$ cat config.mk
export PLATFORM = sky130hd
export DESIGN_NAME = wss_serializer
export DESIGN_NICKNAME = d
export VERILOG_FILES = /design/src/rtl/wss_pkg.sv /design/src/rtl/wss_line_store.sv /design/src/rtl/wss_bit_seq.sv /design/src/rtl/wss_serializer.sv
export SDC_FILE = /design/constraint.sdc
export NUM_CORES = 1
export LEC_CHECK = 0
export BUFFER_PORTS_ARGS = -buffer_cell sky130_fd_sc_hd__buf_2
export CORE_ASPECT_RATIO = 0.5
export CORE_MARGIN = 1.5
export CORE_UTILIZATION = 40
export DETAILED_ROUTE_END_ITERATION = 8
export MAX_ROUTING_LAYER = met4
export PLACE_DENSITY = 0.61
export SYNTH_ARGS = -nofsm -noshare
export SYNTH_HDL_FRONTEND = slang
export SYNTH_SLANG_ARGS = --single-unit
$ cat constraint.sdc
create_clock -name clk -period 4.2 [get_ports clk]
set_input_delay 0 -clock clk [delete_from_list [all_inputs] [get_ports clk]]
set_output_delay 0 -clock clk [all_outputs]
set_load 0.1 [all_outputs]
$ cat src/rtl/wss_pkg.sv
package wss_pkg;
  localparam int DATA_W = 14;
  localparam int CHK_W  = 6;
  localparam int LO_W   = 8;
  localparam int HI_W   = DATA_W - LO_W;

  typedef enum logic [1:0] {
    SEL_LO   = 2'd0,
    SEL_HI   = 2'd1,
    SEL_CHK  = 2'd2,
    SEL_NONE = 2'd3
  } wss_sel_e;
endpackage

$ cat src/rtl/wss_line_store.sv
module wss_line_store
  import wss_pkg::*;
(
  input  logic              clk,
  input  logic              rst_n,
  input  logic              wr_hit,
  input  logic [1:0]        wr_sel,
  input  logic [7:0]        wr_data,
  input  logic              frame_start,
  input  logic              enable,
  input  logic              sending,
  input  logic              send_done,
  output logic [DATA_W-1:0] data_q,
  output logic [CHK_W-1:0]  chk_q,
  output logic              status_q
);
  logic [LO_W-1:0]  pend_lo,  pend_lo_n;
  logic [HI_W-1:0]  pend_hi,  pend_hi_n;
  logic [CHK_W-1:0] pend_chk, pend_chk_n;
  logic [2:0]       mask,     mask_n;
  logic             complete;
  wss_sel_e         sel;

  assign sel = wss_sel_e'(wr_sel);

  always_comb begin
    mask_n     = frame_start ? 3'b000 : mask;
    pend_lo_n  = pend_lo;
    pend_hi_n  = pend_hi;
    pend_chk_n = pend_chk;
    if (wr_hit) begin
      case (sel)
        SEL_LO:  begin pend_lo_n  = wr_data;             mask_n[0] = 1'b1; end
        SEL_HI:  begin pend_hi_n  = wr_data[HI_W-1:0];   mask_n[1] = 1'b1; end
        SEL_CHK: begin pend_chk_n = wr_data[CHK_W-1:0];  mask_n[2] = 1'b1; end
        default: ;
      endcase
    end
    complete = &mask_n;
  end

  always_ff @(posedge clk) begin
    if (!rst_n) begin
      pend_lo  <= '0;
      pend_hi  <= '0;
      pend_chk <= '0;
      mask     <= '0;
      data_q   <= '0;
      chk_q    <= '0;
      status_q <= 1'b1;
    end else begin
      pend_lo  <= pend_lo_n;
      pend_hi  <= pend_hi_n;
      pend_chk <= pend_chk_n;
      if (complete) begin
        data_q <= {pend_hi_n, pend_lo_n};
        chk_q  <= pend_chk_n;
        mask   <= '0;
      end else begin
        mask   <= mask_n;
      end
      if (send_done)                status_q <= 1'b1;
      else if (complete && enable)  status_q <= 1'b0;
    end
  end

  AST_NO_WR_WHILE_SENDING: assert property (@(posedge clk) disable iff (!rst_n)
    wr_hit |-> !sending);
  AST_SET_AFTER_SEND: assert property (@(posedge clk) disable iff (!rst_n)
    send_done |=> status_q);
  AST_CLR_NEEDS_EN: assert property (@(posedge clk) disable iff (!rst_n)
    $fell(status_q) |-> $past(enable) && $past(wr_hit));
  AST_DATA_ONLY_ON_WRITE: assert property (@(posedge clk) disable iff (!rst_n)
    !$stable(data_q) |-> $past(wr_hit));
endmodule

$ cat src/rtl/wss_bit_seq.sv
module wss_bit_seq
  import wss_pkg::*;
#(
  parameter int                 RUNIN_W   = 8,
  parameter logic [RUNIN_W-1:0] RUNIN_PAT = 8'h55,
  parameter int                 START_W   = 4,
  parameter logic [START_W-1:0] START_PAT = 4'b1001,
  parameter int                 BIT_CYC   = 4,
  parameter int                 LN_W      = 10,
  parameter int                 LINE_A    = 20,
  parameter int                 LINE_B    = 283
) (
  input  logic              clk,
  input  logic              rst_n,
  input  logic              line_start,
  input  logic [LN_W-1:0]   line_num,
  input  logic [1:0]        line_en,
  input  logic              std_ntsc,
  input  logic [DATA_W-1:0] data0,
  input  logic [CHK_W-1:0]  chk0,
  input  logic [DATA_W-1:0] data1,
  input  logic [CHK_W-1:0]  chk1,
  output logic              busy,
  output logic              cur_line,
  output logic              std_q,
  output logic              bit_out,
  output logic              done
);
  localparam int FW   = RUNIN_W + START_W + DATA_W + CHK_W;
  localparam int NW   = $clog2(FW + 1);
  localparam int CYW  = (BIT_CYC > 1) ? $clog2(BIT_CYC) : 1;
  localparam logic [NW-1:0]  LEN_NTSC = NW'(FW);
  localparam logic [NW-1:0]  LEN_PAL  = NW'(FW - CHK_W);
  localparam logic [CYW-1:0] CYC_LAST = CYW'(BIT_CYC - 1);

  logic [FW-1:0]  sreg;
  logic [NW-1:0]  bitcnt, len;
  logic [CYW-1:0] cyc;
  logic           hit0, hit1, last;

  assign hit0 = line_start && (line_num == LN_W'(LINE_A)) && line_en[0];
  assign hit1 = line_start && (line_num == LN_W'(LINE_B)) && line_en[1];
  assign last = (bitcnt == len - NW'(1));
  assign done = busy && (cyc == CYC_LAST) && last;
  assign bit_out = busy && sreg[0];

  always_ff @(posedge clk) begin
    if (!rst_n) begin
      busy     <= 1'b0;
      cur_line <= 1'b0;
      std_q    <= 1'b0;
      sreg     <= '0;
      bitcnt   <= '0;
      len      <= '0;
      cyc      <= '0;
    end else if (!busy) begin
      if (hit0 || hit1) begin
        busy     <= 1'b1;
        cur_line <= !hit0;
        std_q    <= std_ntsc;
        sreg     <= hit0 ? {chk0, data0, START_PAT, RUNIN_PAT}
                         : {chk1, data1, START_PAT, RUNIN_PAT};
        len      <= std_ntsc ? LEN_NTSC : LEN_PAL;
        bitcnt   <= '0;
        cyc      <= '0;
      end
    end else if (cyc == CYC_LAST) begin
      cyc <= '0;
      if (last) begin
        busy <= 1'b0;
      end else begin
        sreg   <= sreg >> 1;
        bitcnt <= bitcnt + NW'(1);
      end
    end else begin
      cyc <= cyc + CYW'(1);
    end
  end

  AST_START_ON_LINE: assert property (@(posedge clk) disable iff (!rst_n)
    $rose(busy) |-> $past(line_start));
  AST_BIT_HOLD: assert property (@(posedge clk) disable iff (!rst_n)
    busy && $past(busy) && (cyc != '0) |-> $stable(bit_out));
  AST_LEN_BY_STD: assert property (@(posedge clk) disable iff (!rst_n)
    $fell(busy) |-> $past(bitcnt) == (std_q ? LEN_NTSC : LEN_PAL) - NW'(1));
  AST_IDLE_ZERO: assert property (@(posedge clk) disable iff (!rst_n)
    !busy |-> !bit_out);
endmodule

$ cat src/rtl/wss_serializer.sv
module wss_serializer
  import wss_pkg::*;
#(
  parameter int                 RUNIN_W   = 8,
  parameter logic [RUNIN_W-1:0] RUNIN_PAT = 8'h55,
  parameter int                 START_W   = 4,
  parameter logic [START_W-1:0] START_PAT = 4'b1001,
  parameter int                 BIT_CYC   = 4,
  parameter int                 LINE_A    = 20,
  parameter int                 LINE_B    = 283,
  parameter logic [7:0]         HI_NTSC   = 8'd140,
  parameter logic [7:0]         HI_PAL    = 8'd143
) (
  input  logic       clk,
  input  logic       rst_n,
  input  logic       wr_valid,
  output logic       wr_ready,
  input  logic       wr_line,
  input  logic [1:0] wr_sel,
  input  logic [7:0] wr_data,
  input  logic       frame_start,
  input  logic [1:0] line_en,
  input  logic       line_start,
  input  logic [9:0] line_num,
  input  logic       std_ntsc,
  output logic       active,
  output logic       bit_out,
  output logic [7:0] lvl_code,
  output logic [1:0] status
);
  localparam int NLINES = 2;

  logic [DATA_W-1:0] data_a [NLINES];
  logic [CHK_W-1:0]  chk_a  [NLINES];
  logic busy, cur_line, std_q, done, bit_s;

  assign wr_ready = !(busy && (cur_line == wr_line));

  for (genvar g = 0; g < NLINES; g++) begin : g_line
    wss_line_store u_store (
      .clk        (clk),
      .rst_n      (rst_n),
      .wr_hit     (wr_valid && wr_ready && (wr_line == 1'(g))),
      .wr_sel     (wr_sel),
      .wr_data    (wr_data),
      .frame_start(frame_start),
      .enable     (line_en[g]),
      .sending    (busy && (cur_line == 1'(g))),
      .send_done  (done && (cur_line == 1'(g))),
      .data_q     (data_a[g]),
      .chk_q      (chk_a[g]),
      .status_q   (status[g])
    );
  end

  wss_bit_seq #(
    .RUNIN_W(RUNIN_W), .RUNIN_PAT(RUNIN_PAT), .START_W(START_W),
    .START_PAT(START_PAT), .BIT_CYC(BIT_CYC), .LN_W(10),
    .LINE_A(LINE_A), .LINE_B(LINE_B)
  ) u_seq (
    .clk       (clk),
    .rst_n     (rst_n),
    .line_start(line_start),
    .line_num  (line_num),
    .line_en   (line_en),
    .std_ntsc  (std_ntsc),
    .data0     (data_a[0]),
    .chk0      (chk_a[0]),
    .data1     (data_a[1]),
    .chk1      (chk_a[1]),
    .busy      (busy),
    .cur_line  (cur_line),
    .std_q     (std_q),
    .bit_out   (bit_s),
    .done      (done)
  );

  assign active   = busy;
  assign bit_out  = bit_s;
  assign lvl_code = bit_s ? (std_q ? HI_NTSC : HI_PAL) : 8'd0;

  AST_READY_ONLY_BUSY: assert property (@(posedge clk) disable iff (!rst_n)
    !wr_ready |-> active);
  AST_LVL_NONZERO_ON_ONE: assert property (@(posedge clk) disable iff (!rst_n)
    active && bit_out |-> lvl_code != 8'd0);
endmodule

==> impl_metrics.env, run 1 <==
export IMPL_outcome="complete, no violations"
export IMPL_min_to="g_line[1].u_store.pend_lo[3]"
export IMPL_numCtsBuffers=17
export IMPL_ys_top_cells_by_count="dfxtp_1 (132), nor2_1 (62), mux2i_1 (43), o22a_1 (36), clkbuf_1 (26)"
export IMPL_vias=4272
export IMPL_path_max_fanout=25
export IMPL_cts_tree="yes"
export IMPL_synth_top_area_share_pct=49.0
export IMPL_synth_avg_cell_area_um2=9.75
export IMPL_fin_util_pct=48.8
export IMPL_maxSlewHeadroom_pct=33.3
export IMPL_grt_total_usage_pct=20.0
export IMPL_viasPerCell=5.61
export IMPL_synth_top_area_cell="dfxtp_1"
export IMPL_final_cell_count_no_fill=761
export IMPL_die_height_um=85.1
export IMPL_power_w=0.00291
export IMPL_tns_ps=0
export IMPL_startpoint_type="register"
export IMPL_die_x_um=167
export IMPL_synth_edf_count=0
export IMPL_drt_wl_total_mm=13.0
export IMPL_synthDistinctLibCells=51
export IMPL_routedWlPerCell_um=17.1
export IMPL_worstPathArrival_ps=2710
export IMPL_diodes=0
export IMPL_p_leak_nw=2.83
export IMPL_initial_core_util_pct=41.7
export IMPL_worstSkewPairLatency_ps=410
export IMPL_gp_congestion=0.753
export IMPL_drc=0
export IMPL_synthCells=553
export IMPL_critical_path_class="reg -> reg"
export IMPL_place_area_um2=5610
export IMPL_synthTopCellsByArea="dfxtp_1 (49%), mux2i_1 (8.0%), o22a_1 (5.8%), nor2_1 (4.3%), o41ai_1 (3.6%)"
export IMPL_holdCritStartpoint="wr_data[3]"
export IMPL_post_cts_buffers=0
export IMPL_ys_warn_count=0
export IMPL_hold_class="in -> reg"
export IMPL_yosysSeqAreaShare_pct=49.0
export IMPL_required_ps=4500
export IMPL_r2r_slack_ps=1790
export IMPL_slew_viol_final=0
export IMPL_dpl_cell_count=721
export IMPL_cp_end_kind="register"
export IMPL_drv_cap=0
export IMPL_grt_overflow=0
export IMPL_h_tree_depth=4
export IMPL_min_path_cells=3
export IMPL_io_pins=42
export IMPL_final_antenna_net_count=0
export IMPL_portBuffers=38
export IMPL_max_clock_path_buffers=2
export IMPL_antenna_found_initial=0
export IMPL_layout_min_cycle_time_ps=2410
export IMPL_grt_pass1_vias=3972
export IMPL_clk_pin_slew_ps=60
export IMPL_ir_worst_vdd_uv=226
export IMPL_drive_above_1_share_pct=17.1
export IMPL_p_per_area_nw_per_um2=462
export IMPL_fmax_mhz=415
export IMPL_reg2reg_from="u_seq.cur_line"
export IMPL_reg2reg_depth=6
export IMPL_grt_max_degree=49
export IMPL_reg2reg_to="g_line[0].u_store.data_q[4]"
export IMPL_grt_pass1_wl_mm=21.4
export IMPL_drt_pass1_iterations=6
export IMPL_row_count=29
export IMPL_nets=609
export IMPL_rsz0062_at_grt="false"
export IMPL_drt_iter0_markers=381
export IMPL_core_um2=12900
export IMPL_async_flop_share_pct=0
export IMPL_finalHoldViolCount=0
export IMPL_ys_ff_latch=132
export IMPL_finClkSkew_ps=10.1
export IMPL_fin_area_um2=6300
export IMPL_die_area_um2=14200
export IMPL_syn_area_um2=5390
export IMPL_synth_most_common_cell="dfxtp_1"
export IMPL_synth_ff_type="dfxtp_1"
export IMPL_fin_crit_sh_pct=57.4
export IMPL_areaGrowthSynthToFinish_pct=16.9
export IMPL_clkSinkCount=132
export IMPL_place_hpwl_mm=8.31
export IMPL_cts_root_buffer="clkbuf_16"
export IMPL_tightest_slew_ps=1000
export IMPL_setup_viol_count_final=0
placed cells by master (no fill, tap or decap), types with 14 or more instances in the layout:
cell type,netlist,routed
a21oi_1,14,14
buf_2,8,38
clkbuf_16,0,17
dfxtp_1,132,131
mux2i_1,43,43
nand2_1,20,20
nand3_1,16,16
nand4_1,21,21
nor2_1,62,62
nor3_1,22,22
nor3b_1,20,20
o21ai_0,22,21
o22a_1,36,36
o41ai_1,22,22
logic make-up (layout without fill, tap and decap cells):
kind of cell	count (synthesis)	after routing	synth area share, %
AOI/OAI and AO/OA	121	121	17.7
xor gates and xnor gates	3	3	0.743
muxes	43	43	7.99
adders and majority gates	2	2	0.464
DFF	132	132	49.0
other	1	3	0.0696
and+or+nand+nor	188	188	18.1
buffers and inverters	63	99	5.97
worst max-delay path, cell delays in order, from the launching register on:
cell	delay, ps
dfxtp_1	420
nand2b_2	200
nand3_1	440
a222oi_1	400
buf_4	350
nor2_2	220
o22a_1	270
cell type report:
class                   instances  area [um^2]
well taps                     170          213
clock inverters                14          175
repair buffers                 56          345
clock buffers                  18          439
multi-input cells             360         2440
fillers                      1225         6620
inverters                      11         41.3
flip-flops and latches        132         2640
layer usage:
metal	vias to the layer above	wire [um]	share of wire, %	global-route usage, %
met3	10	476	3.7	5.04
met4	0	151	1.2	6.06
li1	2086	-	-	-
met2	101	5690	44	29.4
met5	-	0	0	-
met1	2075	6680	51	27.2
metrics by stage:
stage                     setup slack [ps]  hold slack, ps
after floorplan                       68.3             144
after global placement                1900             254
after detailed placement              1810             273
after CTS                             1800            9.01
after global routing                  1600            32.7
final                                 1790            16.0
worst max-delay path by stage:
| stage | from | end | slack [ps] | depth (start not counted) |
|---|---|---|---|---|
| 3_3_place_gp | u_seq.cur_line | g_line[0].u_store.data_q[3] | 1900 | 6 |
| 2_1_floorplan | u_seq.busy | lvl_code[1] | 70 | 4 |
| 3_5_place_dp | u_seq.cur_line | g_line[0].u_store.data_q[4] | 1810 | 6 |
| 5_1_grt | u_seq.cur_line | g_line[0].u_store.data_q[4] | 1600 | 6 |
| 4_1_cts | u_seq.cur_line | g_line[0].u_store.data_q[4] | 1800 | 6 |
| 6_report | u_seq.cur_line | g_line[0].u_store.data_q[4] | 1790 | 6 |
flip-flops by register name, summed over array words and instances (netlist names):
| name | count |
|---|---|
| g_line.u_store.pend_chk | 12 |
| u_seq.bitcnt | 6 |
| u_seq.busy | 1 |
| g_line.u_store.chk_q | 12 |
| g_line.u_store.pend_lo | 16 |
| g_line.u_store.data_q | 28 |
| g_line.u_store.pend_hi | 12 |
| u_seq.sreg | 32 |
| g_line.u_store.mask | 6 |
| u_seq.len | 2 |
| u_seq.cyc | 2 |
| u_seq.cur_line | 1 |
| g_line.u_store.status_q | 2 |
power breakdown:
group | internal [W] | total [W] | switching (W)
registers | 0.00126 | 0.00126 | 0.00000266
logic | 0.0000365 | 0.000115 | 0.0000783
clock network | 0.000956 | 0.00153 | 0.000577
total | 0.00225 | 0.00291 | 0.000658
repair_timing:
| item | CTS | global route |
|---|---|---|
| gates resized for setup | 0 | 0 |
| hold buffers | 8 | 0 |
| hold endpoints to repair | 16 | 0 |
No activity file was read; power rests on OpenSTA's default activity.
==> run 2, diff against run 1 <==
Settings changed: PLACE_DENSITY 0.61 to 0.63.
Clock period 4.2 ns to 2.05 ns, I/O delays scaled along.
==> run 2 against run 1 <==
Compared with the run above: total power up 97%; worst hold slack better by 27 ps; combinational power up 110%; global-route usage down 0.14 points; clock skew up 3.3 ps; first-iteration DRC count down 30%; core utilization up 2.1 points; sequential power up 110%; final cell count up 2.6%; register-to-register slack worse by 1700 ps; non-clock buffer count up 22; largest power group unchanged; count of clock-buffer cells in the layout unchanged.
==> impl_metrics.env, run 2 (synthesis gave the netlist of run 1 again) <==
export IMPL_rsz0062_at_grt="true"
export IMPL_hold_class="in -> reg"
export IMPL_regArea_um2=2650
export IMPL_layout_commonest_cell="dfxtp_1"
export IMPL_p_leak_nw=2.94
export IMPL_row_count=29
export IMPL_required_ps=2350
export IMPL_nets=631
export IMPL_top_register="u_seq.sreg"
export IMPL_drive_above_1_share_pct=19.3
export IMPL_largest_register_ffs=32
export IMPL_cp_slowest_stage_delay_ps=400
export IMPL_max_clock_path_buffers=2
export IMPL_worstPathArrival_ps=2240
export IMPL_path_max_fanout=36
export IMPL_cts_tree="yes"
export IMPL_ir_worst_vdd_uv=538
export IMPL_viasPerCell=5.55
export IMPL_p_per_area_nw_per_um2=874
export IMPL_setup_viol_count_final=0
export IMPL_place_area_um2=5870
export IMPL_core_um2=12900
export IMPL_fin_area_um2=6570
export IMPL_final_cell_count_no_fill=781
export IMPL_intPower_w=0.00445
export IMPL_fillerInstances=1213
export IMPL_place_hpwl_mm=8.23
export IMPL_drt_iter0_markers=266
export IMPL_timing_hold_ws_ps=43.3
export IMPL_grt_max_degree=48
export IMPL_drt_wl_total_mm=13.0
export IMPL_outcome="complete, no violations"
export IMPL_die_height_um=85.1
export IMPL_multi_input_area_um2=2470
export IMPL_h_tree_depth=4
export IMPL_clkPwrFrac_pct=50.6
export IMPL_fin_util_pct=50.9
export IMPL_numCtsBuffers=17
export IMPL_drt_pass1_iterations=4
export IMPL_p_switching_w=0.00130
export IMPL_worstSkewPairLatency_ps=420
export IMPL_routedWlPerCell_um=16.7
export IMPL_diodes=0
export IMPL_cts_root_buffer="clkbuf_16"
export IMPL_critical_path_class="reg -> reg"
export IMPL_areaGrowthSynthToFinish_pct=21.9
export IMPL_fin_crit_sh_pct=94.6
export IMPL_power_frac_comb_pct=4.3
export IMPL_wl_met1_mm=6.46
export IMPL_wl_met2_mm=5.85
export IMPL_die_area_um2=14200
export IMPL_antenna_found_initial=0
export IMPL_initial_core_util_pct=41.7
export IMPL_die_x_um=167
export IMPL_drc=0
export IMPL_portBuffers=38
export IMPL_startpoint_type="register"
export IMPL_path_buf_inv=1
export IMPL_slew_viol_final=0
export IMPL_grt_pass1_vias=4122
export IMPL_clkSinkCount=132
export IMPL_layout_min_cycle_time_ps=1940
export IMPL_drv_cap=0
export IMPL_dpl_cell_count=738
export IMPL_io_pins=42
export IMPL_final_cell_mix="dfxtp_1 (131), nor2_1 (61), mux2i_1 (43)"
export IMPL_grt_total_usage_pct=19.9
export IMPL_grt_overflow=0
export IMPL_cp_cell_sequence="or3b_1 > a211oi_2 > or2_1 > buf_12 > o41ai_1 > a31o_2"
export IMPL_finClkSkew_ps=13.4
export IMPL_final_antenna_net_count=0
export IMPL_finalHoldViolCount=0
export IMPL_seqPwrFrac_pct=45.1
export IMPL_cp_top_family="simple AND/OR/NAND/NOR gates"
export IMPL_grt_pass1_wl_mm=21.3
export IMPL_clk_pin_slew_ps=60
export IMPL_largestRegisters="u_seq.sreg (32), g_line.u_store.data_q (28), g_line.u_store.pend_lo (16)"
export IMPL_switching_share_pct=22.6
export IMPL_fmax_mhz=516
export IMPL_top_layer_used="met4"
export IMPL_gp_congestion=0.806
export IMPL_dr_wl_met3_um=607
export IMPL_cp_end_kind="register"
export IMPL_critical_path_slowest_cell="dfxtp_1"
export IMPL_vias=4331
[run 2: power by group through the flow]
stage                     Clock [W]  Sequential, W  Combinational, W
final                       0.00291        0.00259          0.000246
after global routing        0.00306        0.00259          0.000268
after CTS                   0.00295        0.00259          0.000245
after detailed placement          0        0.00265          0.000227
after global placement            0        0.00265          0.000225
after floorplan                   0        0.00264          0.000148
[run 2: final timing paths]
path         slack, ps      startpoint              end  cells after the start
max                110    u_seq.len[4]  u_seq.bitcnt[4]                      6
min                 40     line_num[0]   u_seq.cur_line                      5
max reg2reg        110    u_seq.len[4]  u_seq.bitcnt[4]                      6
min reg2reg        450  u_seq.sreg[11]   u_seq.sreg[10]                      2
[run 2: layer usage]
metal | vias up | track usage, %
met5 | - | -
met4 | 0 | 6.06
met3 | 8 | 4.62
met2 | 101 | 30.5
met1 | 2098 | 26.2
li1 | 2124 | -
[run 2: metrics by stage]
step	setup slack, ps	TNS [ps]	total power [W]
2_1_floorplan	16.8	0	0.00279
3_3_place_gp	152	0	0.00287
3_5_place_dp	76.8	0	0.00287
4_1_cts	58.8	0	0.00579
5_1_grt	-2.15	-2.15	0.00592
6_report	111	0	0.00574
[run 2: area by class of cell]
type	instances	share of cell area (%)
inverters	11	0.628
well taps	170	3.24
repair buffers	78	9.73
multi-input cells	360	37.6
flip-flops and latches	132	40.3
clock inverters	12	2.04
clock buffers	18	6.53
[run 2: worst reg2reg max path, delay by kind of cell, from the launching register on]
| family | cells | cell delay, ps |
|---|---|---|
| flops | 1 | 400 |
| compound gates | 3 | 600 |
| simple gates | 2 | 610 |
| buf+inv | 1 | 210 |
[run 2: what timing repair did]
item                                    4_1_cts  5_1_grt
hold endpoints to repair                     45        0
endpoints found under the setup margin        0       28
hold buffers                                 12        0
setup buffers                                 0        1
resized for setup                             0        2
==> run 3, diff against run 2 <==
Settings changed: ABC_AREA set to 1.
Clock period 2.05 ns to 1.6 ns, I/O delays scaled along.
==> run 3 against run 2 <==
Compared with the run above: register-to-register slack got worse by 70 ps; worst hold slack worse by 31 ps; combinational power increased by 66%; final cell count rose by 56%; clock skew fell by 1.4 ps; count of clock-buffer cells in the layout rose by 1; area after synthesis up 14%; sequential power up 28%; sequential cell count stayed put; sequential share of layout area shrank 5.9 points; worst setup slack got worse by 70 ps; critical path type unchanged; critical endpoint is now g_line[1].u_store.data_q[2]; largest cell class is now multi-input combinational cells; highest routed layer unchanged.
==> impl_metrics.env, run 3 <==
export IMPL_clkSinkCount=132
export IMPL_cp_top_family="simple AND/OR/NAND/NOR gates"
export IMPL_antenna_found_initial=0
export IMPL_routedWlPerCell_um=13.0
export IMPL_fin_crit_sh_pct=97.5
export IMPL_worstSkewPairLatency_ps=430
export IMPL_synth_top_family_by_area="simple AND/OR/NAND/NOR gates"
export IMPL_drt_iter0_markers=441
export IMPL_async_flop_share_pct=0
export IMPL_synth_edf_count=0
export IMPL_synth_compound_area_share_pct=6.68
export IMPL_max_clock_path_buffers=2
export IMPL_portBuffers=38
export IMPL_finalHoldViolCount=0
export IMPL_synth_simple_area_share_pct=36.3
export IMPL_drt_wl_total_mm=15.8
export IMPL_initial_core_util_pct=41.8
export IMPL_p_leak_nw=4.17
export IMPL_io_pins=42
export IMPL_die_x_um=179
export IMPL_seqPwrFrac_pct=43.1
export IMPL_critical_path_slowest_cell="dfxtp_4"
export IMPL_hold_class="in -> reg"
export IMPL_p_switching_w=0.00193
export IMPL_multi_input_area_um2=2860
export IMPL_h_tree_depth=4
export IMPL_yosys_mux_area_fraction_pct=0
export IMPL_synth_ff_type="dfxtp_1"
export IMPL_maxSlewHeadroom_pct=65.8
export IMPL_tightest_slew_ps=512
export IMPL_grt_pass1_vias=5261
export IMPL_die_height_um=90.8
export IMPL_critical_path_class="reg -> reg"
export IMPL_power_w=0.00769
export IMPL_timing_hold_ws_ps=12.3
export IMPL_synthTopCellsByArea="dfxtp_1 (43%), nand2_1 (22%), inv_1 (8.5%), nand3_1 (5.5%), nor2_1 (4.1%)"
export IMPL_final_cell_mix="nand2_1 (346), inv_1 (138), dfxtp_1 (128)"
export IMPL_synth_avg_cell_area_um2=6.55
export IMPL_fillerInstances=1428
export IMPL_rsz0062_at_grt="true"
export IMPL_ys_top_cells_by_count="nand2_1 (360), inv_1 (140), dfxtp_1 (132), nand3_1 (68), nor2_1 (67)"
export IMPL_grt_pass1_wl_mm=26.2
export IMPL_clk_pin_slew_ps=70
export IMPL_viasPerCell=4.70
export IMPL_grt_total_usage_pct=21.1
export IMPL_setup_viol_count_final=0
export IMPL_gp_congestion=0.840
export IMPL_areaGrowthSynthToFinish_pct=25.1
export IMPL_worstPathArrival_ps=1880
export IMPL_synth_most_common_cell="nand2_1"
export IMPL_ys_ff_latch=132
export IMPL_path_max_fanout=11
export IMPL_clkPwrFrac_pct=51.6
export IMPL_synthAdderAreaFrac_pct=0.406
export IMPL_largest_register_ffs=32
export IMPL_power_frac_comb_pct=5.3
export IMPL_core_um2=14700
export IMPL_fin_util_pct=52.3
export IMPL_synthXorXnorAreaFrac_pct=0.426
export IMPL_grt_max_degree=43
export IMPL_layout_commonest_cell="nand2_1"
export IMPL_place_hpwl_mm=10.6
export IMPL_cts_root_buffer="clkbuf_16"
export IMPL_startpoint_type="register"
export IMPL_nets=1035
export IMPL_grt_overflow=0
export IMPL_row_count=31
export IMPL_synth_top_area_share_pct=42.9
export IMPL_drc=0
export IMPL_die_area_um2=16200
export IMPL_cts_tree="yes"
export IMPL_p_per_area_nw_per_um2=998
export IMPL_slew_viol_final=0
export IMPL_finClkSkew_ps=12.0
export IMPL_yosysSeqAreaShare_pct=42.9
export IMPL_intPower_w=0.00576
export IMPL_final_antenna_net_count=0
export IMPL_numCtsBuffers=17
export IMPL_ys_warn_count=0
export IMPL_top_register="u_seq.sreg"
export IMPL_largestRegisters="u_seq.sreg (32), g_line.u_store.data_q (28), g_line.u_store.pend_lo (16)"
export IMPL_path_buf_inv=2
export IMPL_fmax_mhz=641
export IMPL_regArea_um2=2650
export IMPL_cp_end_kind="register"
export IMPL_synth_top_area_cell="dfxtp_1"
export IMPL_outcome="complete, no violations"
export IMPL_syn_area_um2=6160
export IMPL_drive_above_1_share_pct=16.1
export IMPL_drt_pass1_iterations=5
export IMPL_drv_cap=0
export IMPL_layout_min_cycle_time_ps=1560
export IMPL_diodes=0
export IMPL_vias=5716
export IMPL_synthCells=940
export IMPL_switching_share_pct=25.0
export IMPL_required_ps=1930
export IMPL_cp_slowest_stage_delay_ps=350
export IMPL_cp_cell_sequence="buf_12 > a211oi_4 > nand2_2 > nand2_2 > nand3_4 > nand2_4 > nand2_1 > nand2_1 > inv_1"
export IMPL_ir_worst_vdd_uv=733
export IMPL_synthDistinctLibCells=30
## run 3: changes by cell type in the layout (fill, tap and decap cells not counted), moves of 20 or more
| cell | before | now |
|---|---|---|
| mux2i_1 | 43 | 0 |
| o22a_1 | 36 | 0 |
| inv_1 | 10 | 138 |
| a21oi_1 | 14 | 42 |
| nand2_1 | 20 | 346 |
| nor3b_1 | 20 | 0 |
| o41ai_1 | 22 | 0 |
| nand4_1 | 21 | 0 |
| nand3_1 | 16 | 68 |
| nand3b_1 | 1 | 22 |
## run 3: per-layer routing
metal | track usage (%) | wire length (um) | up-vias
met5 | - | 0 | -
met2 | 29.9 | 6560 | 139
met4 | 5.14 | 199 | 0
met3 | 4.63 | 889 | 25
li1 | - | - | 2971
met1 | 30.2 | 8180 | 2581
## run 3: cells by family (layout without fill, tap and decap cells)
kind of cell    Yosys count  in the layout
fa+ha+maj                 2              2
other cells               1              3
compound gates           75             75
buf+inv                 194            268
flops                   132            132
simple gates            533            534
xor+xnor                  3              3
## run 3: repair_timing
action | CTS | global route
gates cloned | 0 | 3
setup endpoints to repair | 20 | 82
hold buffers | 6 | 0
pin swaps | 0 | 9
hold endpoints to repair | 9 | 0
gates resized for setup | 1 | 34
setup buffers | 0 | 4
## run 3: final cells by class
type	instances	share of cell area (%)
Tap cell	198	3.21
Inverter	144	7.06
Clock inverter	13	1.75
Clock buffer	19	6.02
Sequential cell	132	34.4
Timing Repair Buffer	92	10.5
Multi-Input combinational cell	617	37.0
## run 3: final timing paths
check / endpoint / slack, ps / cells past startpoint / from
setup reg to reg: g_line[1].u_store.data_q[2] / 40 / 9 / u_seq.busy
hold reg to reg: u_seq.sreg[8] / 470 / 2 / u_seq.sreg[8]
hold / removal: g_line[1].u_store.pend_lo[1] / 10 / 5 / wr_data[1]
setup / recovery: g_line[1].u_store.data_q[2] / 40 / 9 / u_seq.busy
## run 3: tightest hold or removal path: stages
cell	delay, ps
buf_2	150
nand3_1	90
nand2_1	50
nand2_1	60
inv_1	40
## run 3: per-stage QoR
step / area [um^2] / std cells / setup TNS (ps) / setup slack [ps]
CTS: 7510 / 1208 / 0 / 38.4
detailed placement: 6840 / 1170 / -317 / -30.2
global route: 7710 / 1215 / -1080 / -58.2
floorplan: 6280 / 942 / -6110 / -161
global placement: 6840 / 1170 / 0 / 7.25
finish: 7710 / 1215 / 0 / 40.3
## run 3: power by group through the flow
stage          registers (W)  logic, W  clock network (W)
4_1_cts              0.00332  0.000389            0.00399
2_1_floorplan        0.00339  0.000236                  0
3_5_place_dp         0.00339  0.000373                  0
6_report             0.00332  0.000408            0.00397
3_3_place_gp         0.00339  0.000372                  0
5_1_grt              0.00332  0.000450            0.00419
